--- config.mk ---
export PLATFORM = sky130hd
export DESIGN_NAME = skip_eval
export DESIGN_NICKNAME = d
export VERILOG_FILES = /design/src/rtl/skip_eval_pkg.sv /design/src/rtl/skip_eval_ctrl.sv /design/src/rtl/skip_eval_dp.sv /design/src/rtl/skip_eval.sv
export SDC_FILE = /design/constraint.sdc
export NUM_CORES = 1
export LEC_CHECK = 0
export BUFFER_PORTS_ARGS = -buffer_cell sky130_fd_sc_hd__buf_2
export CELL_PAD_IN_SITES_DETAIL_PLACEMENT = 0
export CELL_PAD_IN_SITES_GLOBAL_PLACEMENT = 2
export CORE_MARGIN = 4
export CORE_UTILIZATION = 27
export DETAILED_ROUTE_END_ITERATION = 16
export PLACE_DENSITY = 0.86
export SETUP_SLACK_MARGIN = 0.02
export SLEW_MARGIN = 5
export SYNTH_ARGS = -nofsm -noshare
export SYNTH_HDL_FRONTEND = slang
export SYNTH_SLANG_ARGS = --single-unit
--- constraint.sdc ---
create_clock -name clk -period 1.7 [get_ports clk]
set_input_delay 0.085 -clock clk [delete_from_list [all_inputs] [get_ports clk]]
set_output_delay 0.085 -clock clk [all_outputs]
set_load 0.02 [all_outputs]
--- src/rtl/skip_eval_pkg.sv ---
package skip_eval_pkg;

  localparam int SEL_W = 4;

  localparam logic [SEL_W-1:0] TST_EQ_MEM = 4'd1;
  localparam logic [SEL_W-1:0] TST_EQ_IMM = 4'd2;
  localparam logic [SEL_W-1:0] TST_NE     = 4'd3;
  localparam logic [SEL_W-1:0] TST_GT     = 4'd4;
  localparam logic [SEL_W-1:0] TST_NIB    = 4'd5;
  localparam logic [SEL_W-1:0] TST_ANDZ   = 4'd6;
  localparam logic [SEL_W-1:0] TST_DECZ   = 4'd7;
  localparam logic [SEL_W-1:0] TST_BIT    = 4'd8;
  localparam logic [SEL_W-1:0] TST_CSET   = 4'd9;
  localparam logic [SEL_W-1:0] TST_CCLR   = 4'd10;

  // One-hot strobes from control to datapath; fire marks any accepted test.
  typedef struct packed {
    logic fire;
    logic cmpEqMem;
    logic cmpEqImm;
    logic cmpNe;
    logic cmpGt;
    logic cmpNib;
    logic andZero;
    logic decZero;
    logic bitTest;
    logic carrySet;
    logic carryClr;
  } strobes_t;

endpackage

--- src/rtl/skip_eval_ctrl.sv ---
module skip_eval_ctrl
  import skip_eval_pkg::*;
(
  input  logic             clk,
  input  logic             rstN,
  input  logic             testValid,
  input  logic [SEL_W-1:0] testSel,
  output strobes_t         stb,
  output logic             skipValid,
  output logic             regWrEn
);

  strobes_t decoded;

  always_comb begin
    decoded = '0;
    unique case (testSel)
      TST_EQ_MEM: decoded.cmpEqMem = 1'b1;
      TST_EQ_IMM: decoded.cmpEqImm = 1'b1;
      TST_NE:     decoded.cmpNe    = 1'b1;
      TST_GT:     decoded.cmpGt    = 1'b1;
      TST_NIB:    decoded.cmpNib   = 1'b1;
      TST_ANDZ:   decoded.andZero  = 1'b1;
      TST_DECZ:   decoded.decZero  = 1'b1;
      TST_BIT:    decoded.bitTest  = 1'b1;
      TST_CSET:   decoded.carrySet = 1'b1;
      TST_CCLR:   decoded.carryClr = 1'b1;
      default:    decoded = '0;
    endcase
    decoded.fire = |decoded[$bits(strobes_t)-2:0];
    stb = testValid ? decoded : '0;
  end

  always_ff @(posedge clk or negedge rstN) begin
    if (!rstN) begin
      skipValid <= 1'b0;
      regWrEn   <= 1'b0;
    end else begin
      skipValid <= stb.fire;
      regWrEn   <= stb.decZero;
    end
  end

endmodule

--- src/rtl/skip_eval_dp.sv ---
module skip_eval_dp
  import skip_eval_pkg::*;
#(
  parameter int DATA_W = 8,
  parameter int IDX_W  = $clog2(DATA_W)
) (
  input  logic              clk,
  input  logic              rstN,
  input  strobes_t          stb,
  input  logic [DATA_W-1:0] accIn,
  input  logic [DATA_W-1:0] memIn,
  input  logic [DATA_W-1:0] immIn,
  input  logic [DATA_W-1:0] bPtrIn,
  input  logic              carryIn,
  input  logic [IDX_W-1:0]  bitIdx,
  output logic              skipReq,
  output logic [DATA_W-1:0] regWrData
);

  localparam int NIB_W = 4;
  localparam logic [DATA_W-1:0] ONE = {{(DATA_W-1){1'b0}}, 1'b1};

  logic [DATA_W-1:0] decVal;
  logic [DATA_W-1:0] bitHit;
  logic              bitOne;
  logic              skipNow;

  assign decVal = memIn - ONE;

  genvar g;
  generate
    for (g = 0; g < DATA_W; g++) begin : gBitSel
      assign bitHit[g] = (bitIdx == IDX_W'(g)) & memIn[g];
    end
  endgenerate
  assign bitOne = |bitHit;

  // Skip means "condition for executing the next instruction is false",
  // except the two zero tests, which skip on a zero result.
  always_comb begin
    skipNow = 1'b0;
    if (stb.cmpEqMem) skipNow = (accIn != memIn);
    if (stb.cmpEqImm) skipNow = (memIn != immIn);
    if (stb.cmpNe)    skipNow = (accIn == memIn);
    if (stb.cmpGt)    skipNow = !(accIn > memIn);
    if (stb.cmpNib)   skipNow = (bPtrIn[NIB_W-1:0] == immIn[NIB_W-1:0]);
    if (stb.andZero)  skipNow = ((accIn & immIn) == '0);
    if (stb.decZero)  skipNow = (decVal == '0);
    if (stb.bitTest)  skipNow = !bitOne;
    if (stb.carrySet) skipNow = !carryIn;
    if (stb.carryClr) skipNow = carryIn;
  end

  always_ff @(posedge clk or negedge rstN) begin
    if (!rstN) begin
      skipReq   <= 1'b0;
      regWrData <= '0;
    end else begin
      skipReq <= stb.fire & skipNow;
      if (stb.decZero) regWrData <= decVal;
    end
  end

endmodule

--- src/rtl/skip_eval.sv ---
module skip_eval
  import skip_eval_pkg::*;
#(
  parameter int DATA_W = 8,
  parameter int IDX_W  = $clog2(DATA_W)
) (
  input  logic              clk,
  input  logic              rstN,
  input  logic              testValid,
  input  logic [3:0]        testSel,
  input  logic [DATA_W-1:0] accIn,
  input  logic [DATA_W-1:0] memIn,
  input  logic [DATA_W-1:0] immIn,
  input  logic [DATA_W-1:0] bPtrIn,
  input  logic              carryIn,
  input  logic [IDX_W-1:0]  bitIdx,
  output logic              skipValid,
  output logic              skipReq,
  output logic              regWrEn,
  output logic [DATA_W-1:0] regWrData
);

  strobes_t stb;

  skip_eval_ctrl uCtrl (
    .clk      (clk),
    .rstN     (rstN),
    .testValid(testValid),
    .testSel  (testSel),
    .stb      (stb),
    .skipValid(skipValid),
    .regWrEn  (regWrEn)
  );

  skip_eval_dp #(.DATA_W(DATA_W), .IDX_W(IDX_W)) uDp (
    .clk      (clk),
    .rstN     (rstN),
    .stb      (stb),
    .accIn    (accIn),
    .memIn    (memIn),
    .immIn    (immIn),
    .bPtrIn   (bPtrIn),
    .carryIn  (carryIn),
    .bitIdx   (bitIdx),
    .skipReq  (skipReq),
    .regWrData(regWrData)
  );

endmodule

==> results.cfg <==
[timing]
holdWs_ns = 0.119
fin_crit_ns = 1.51
final.period_utilization_pct = 89.0
rsz0062_at_grt = no
fmax_mhz = 661
setup_violations = 0
clock_skew_ns = 0
finalWorstSetupSlack_ns = 0.187
slew-limit-headroom_pct = 71.8
drv_slew = 0
hold_viol = 0
tightest_slew_ns = 0.412

[synth]
synthesis.nets = 184
postSynth.asyncResetShare_pct = 100
syn_inst = 131
synth_area_sq_mm = 0.00113
yosysTopAreaCellShare_pct = 24.3
synth_area_per_cell_sq_um = 8.65
synth.most_common_cell = nand2_1
synthDistinctLibCells = 39
synth_enable_flop_cells = 0
synth.area.top_cells = dfrtp_1, ha_1, xnor2_1
seq_area_frac_synth_pct = 24.3
synth_seq_cells = 11
yosysWarnings = 0
synthFlopType = dfrtp_1
yosys-top-cells-count = nand2_1, dfrtp_1, ha_1, inv_1, xnor2_1
yosys.area.top_type = dfrtp_1

[pwr]
power.leakage_nw = 0.811
power_density_mw_per_mm2 = 623
irDropWorstVdd_v = 0.000166

[run_status]
status = complete, no violations

[global_routing]
grt_pass1_vias = 1232
grtUsageMet3_pct = 2.20
antenna_found_initial = 0
groute.usage.overall_pct = 13.6
grt_overflow = 0
grt_max_degree = 15
use_met1_pct = 18.2
grt_util_met2_pct = 21.8
grt-busiest-layer = met2
grt_pass1_wl_mm = 5.58

[routing]
drt-pass1-iter-count = 4
ant_nets = 0
dr.first_iter.drc_count = 46
drc = 0
num_vias = 1182
vias_per_cell = 4.80
drt-total-wl_mm = 3.39
wl_per_cell_microns = 13.8

[clock_network]
clk_pin_slew_ns = 0.05
cts.sinks = 11
clk_path_buf_depth = 2
cts-root-buf = clkbuf_8
tritoncts = yes
htreeDepth = 1
worstSkewPairLatency_ns = 0.24
numCtsBuffers = 3
postCtsSetupRepairBufs = 0

[worst_setup_path]
worstSetupEndpointType = flip-flop
reg2reg_depth = 2
path_class = in -> reg
rrSetupSlack_ns = 1.06
worstReg2RegStart = uDp.regWrData[3]
cp_num_cells = 8
cp-endpoint = uDp.skipReq
crit_start = memIn[5]
crit_fanout = 2
rr_endpoint = uDp.regWrData[3]
cpPeakStageDelay_ns = 0.41
critPathSlowestCell = or3_1
start_kind = input pin
critPathRequiredTime_ns = 1.81
crit_family = simple AND/OR/NAND/NOR gates
path_cells = buf_2 > inv_1 > ha_1 > nand4_2 > or3_1 > mux2i_1 > o31ai_1 > o211ai_2
crit_buf_inv = 2
worstPathArrival_ns = 1.62

[worst_hold_path]
hold_path.class = in -> reg

[die]
rows = 23
ioPinCount = 54
dieHeight_microns = 72.8
initial_utilization_pct = 28.1
coreArea_sq_mm = 0.00403
dieArea_sq_mm = 0.00530
die_x_microns = 72.8

[placed_design]
place_congestion = 0.799
io_buffer_count = 49
hpwlAfterDp_mm = 3.00
preCtsSetupSlack_ns = -0.0667

[cells_and_area]
syn2layout_area_growth_pct = 39.6
n_antenna_cell = 0
nNetsFinal = 250
drive_gt1_share_pct = 39.3

[run]
cap_violations = 0
==> worst reg2reg max path: stages (launching register included) <==
cell and delay [ns]:
dfrtp_1 0.37, nor2_1 0.10, a31oi_1 0.04
==> repair_timing <==
action | 4_1_cts | 5_1_grt
hold buffers | 1 | 0
endpoints found under the hold margin | 11 | 0
gates resized for setup | 0 | 0
==> state kept, by name, summed over array words and instances, names as in the netlist <==
name	count
uDp.regWrData	8
uCtrl.skipValid	1
uDp.skipReq	1
uCtrl.regWrEn	1
==> worst min path at each step <==
stage | start | end | slack [ns] | depth (start not counted)
2_1_floorplan | rstN | uCtrl.regWrEn | -0.21 | 0
5_1_grt | testSel[3] | uCtrl.skipValid | 0.15 | 2
4_1_cts | testSel[3] | uCtrl.skipValid | 0.11 | 2
3_3_place_gp | rstN | uDp.regWrData[0] | -0.05 | 1
3_5_place_dp | rstN | uDp.regWrData[1] | -0.04 | 1
6_report | testSel[3] | uCtrl.skipValid | 0.12 | 2
==> stage by stage <==
step / total power [mW] / cells / area [sq um] / util, % / TNS, ns
after floorplan: 0.550 / 131 / 1130 / - / 0
after global placement: 0.723 / 241 / 1530 / 37.9 / -0.0292
after detailed placement: 0.735 / 241 / 1530 / 37.9 / -0.0667
after CTS: 1.00 / 246 / 1580 / 39.3 / 0
after global routing: 1.06 / 246 / 1580 / 39.3 / 0
final: 0.986 / 246 / 1580 / 39.3 / 0
==> cell type report <==
class / count / area, sq um
inverters: 12 / 45.0
fillers: 443 / 2450
well taps: 50 / 62.6
repair buffers: 65 / 368
flip-flops and latches: 11 / 275
multi-input cells: 104 / 787
clock buffers: 4 / 45.0
==> cells by family (layout without fill, tap and decap cells) <==
family,count (synthesis),after routing,synth area share (%)
simple gates,43,43,20.5
compound gates,29,29,18.2
xor+xnor,18,18,13.9
buf+inv,16,81,6.29
flops,11,11,24.3
fa+ha+maj,10,10,11.0
mux,4,4,5.74
==> cell usage in the layout, fill, tap and decap left out, drive strengths merged <==
cell and instances:
buf 64, nand2 15, inv 12, dfrtp 11
xnor2 10, ha 10, nor2 9, xor2 8
o21ai 7, o31ai 4, clkbuf 4, nor2b 3
a221oi 3, a31oi 3, nand2b 3, nand4 3
nand3 2, a22o 2, a21oi 2, nor3 2
mux2i 2, mux4 2, nor4 2, a21o 1
nor4b 1, and3 1, a41oi 1, a211oi 1
o2111ai 1, or3 1, o22ai 1, or3b 1
a311oi 1, a2111oi 1, o211ai 1, dlygate4sd3 1
==> metal layers <==
| metal | part of all wire, % | wire [microns] |
|---|---|---|
| met1 | 46 | 1550 |
| met2 | 43 | 1470 |
| met3 | 9.2 | 313 |
| met4 | 1.6 | 55 |
| met5 | 0 | 0 |
==> power breakdown <==
part	internal, mW	switching (mW)	leakage, nW
Clock	0.164	0.0935	0.0228
Combinational	0.174	0.226	0.648
Sequential	0.308	0.0200	0.140
Total	0.646	0.339	0.811
(Power assumes the default switching activity.)
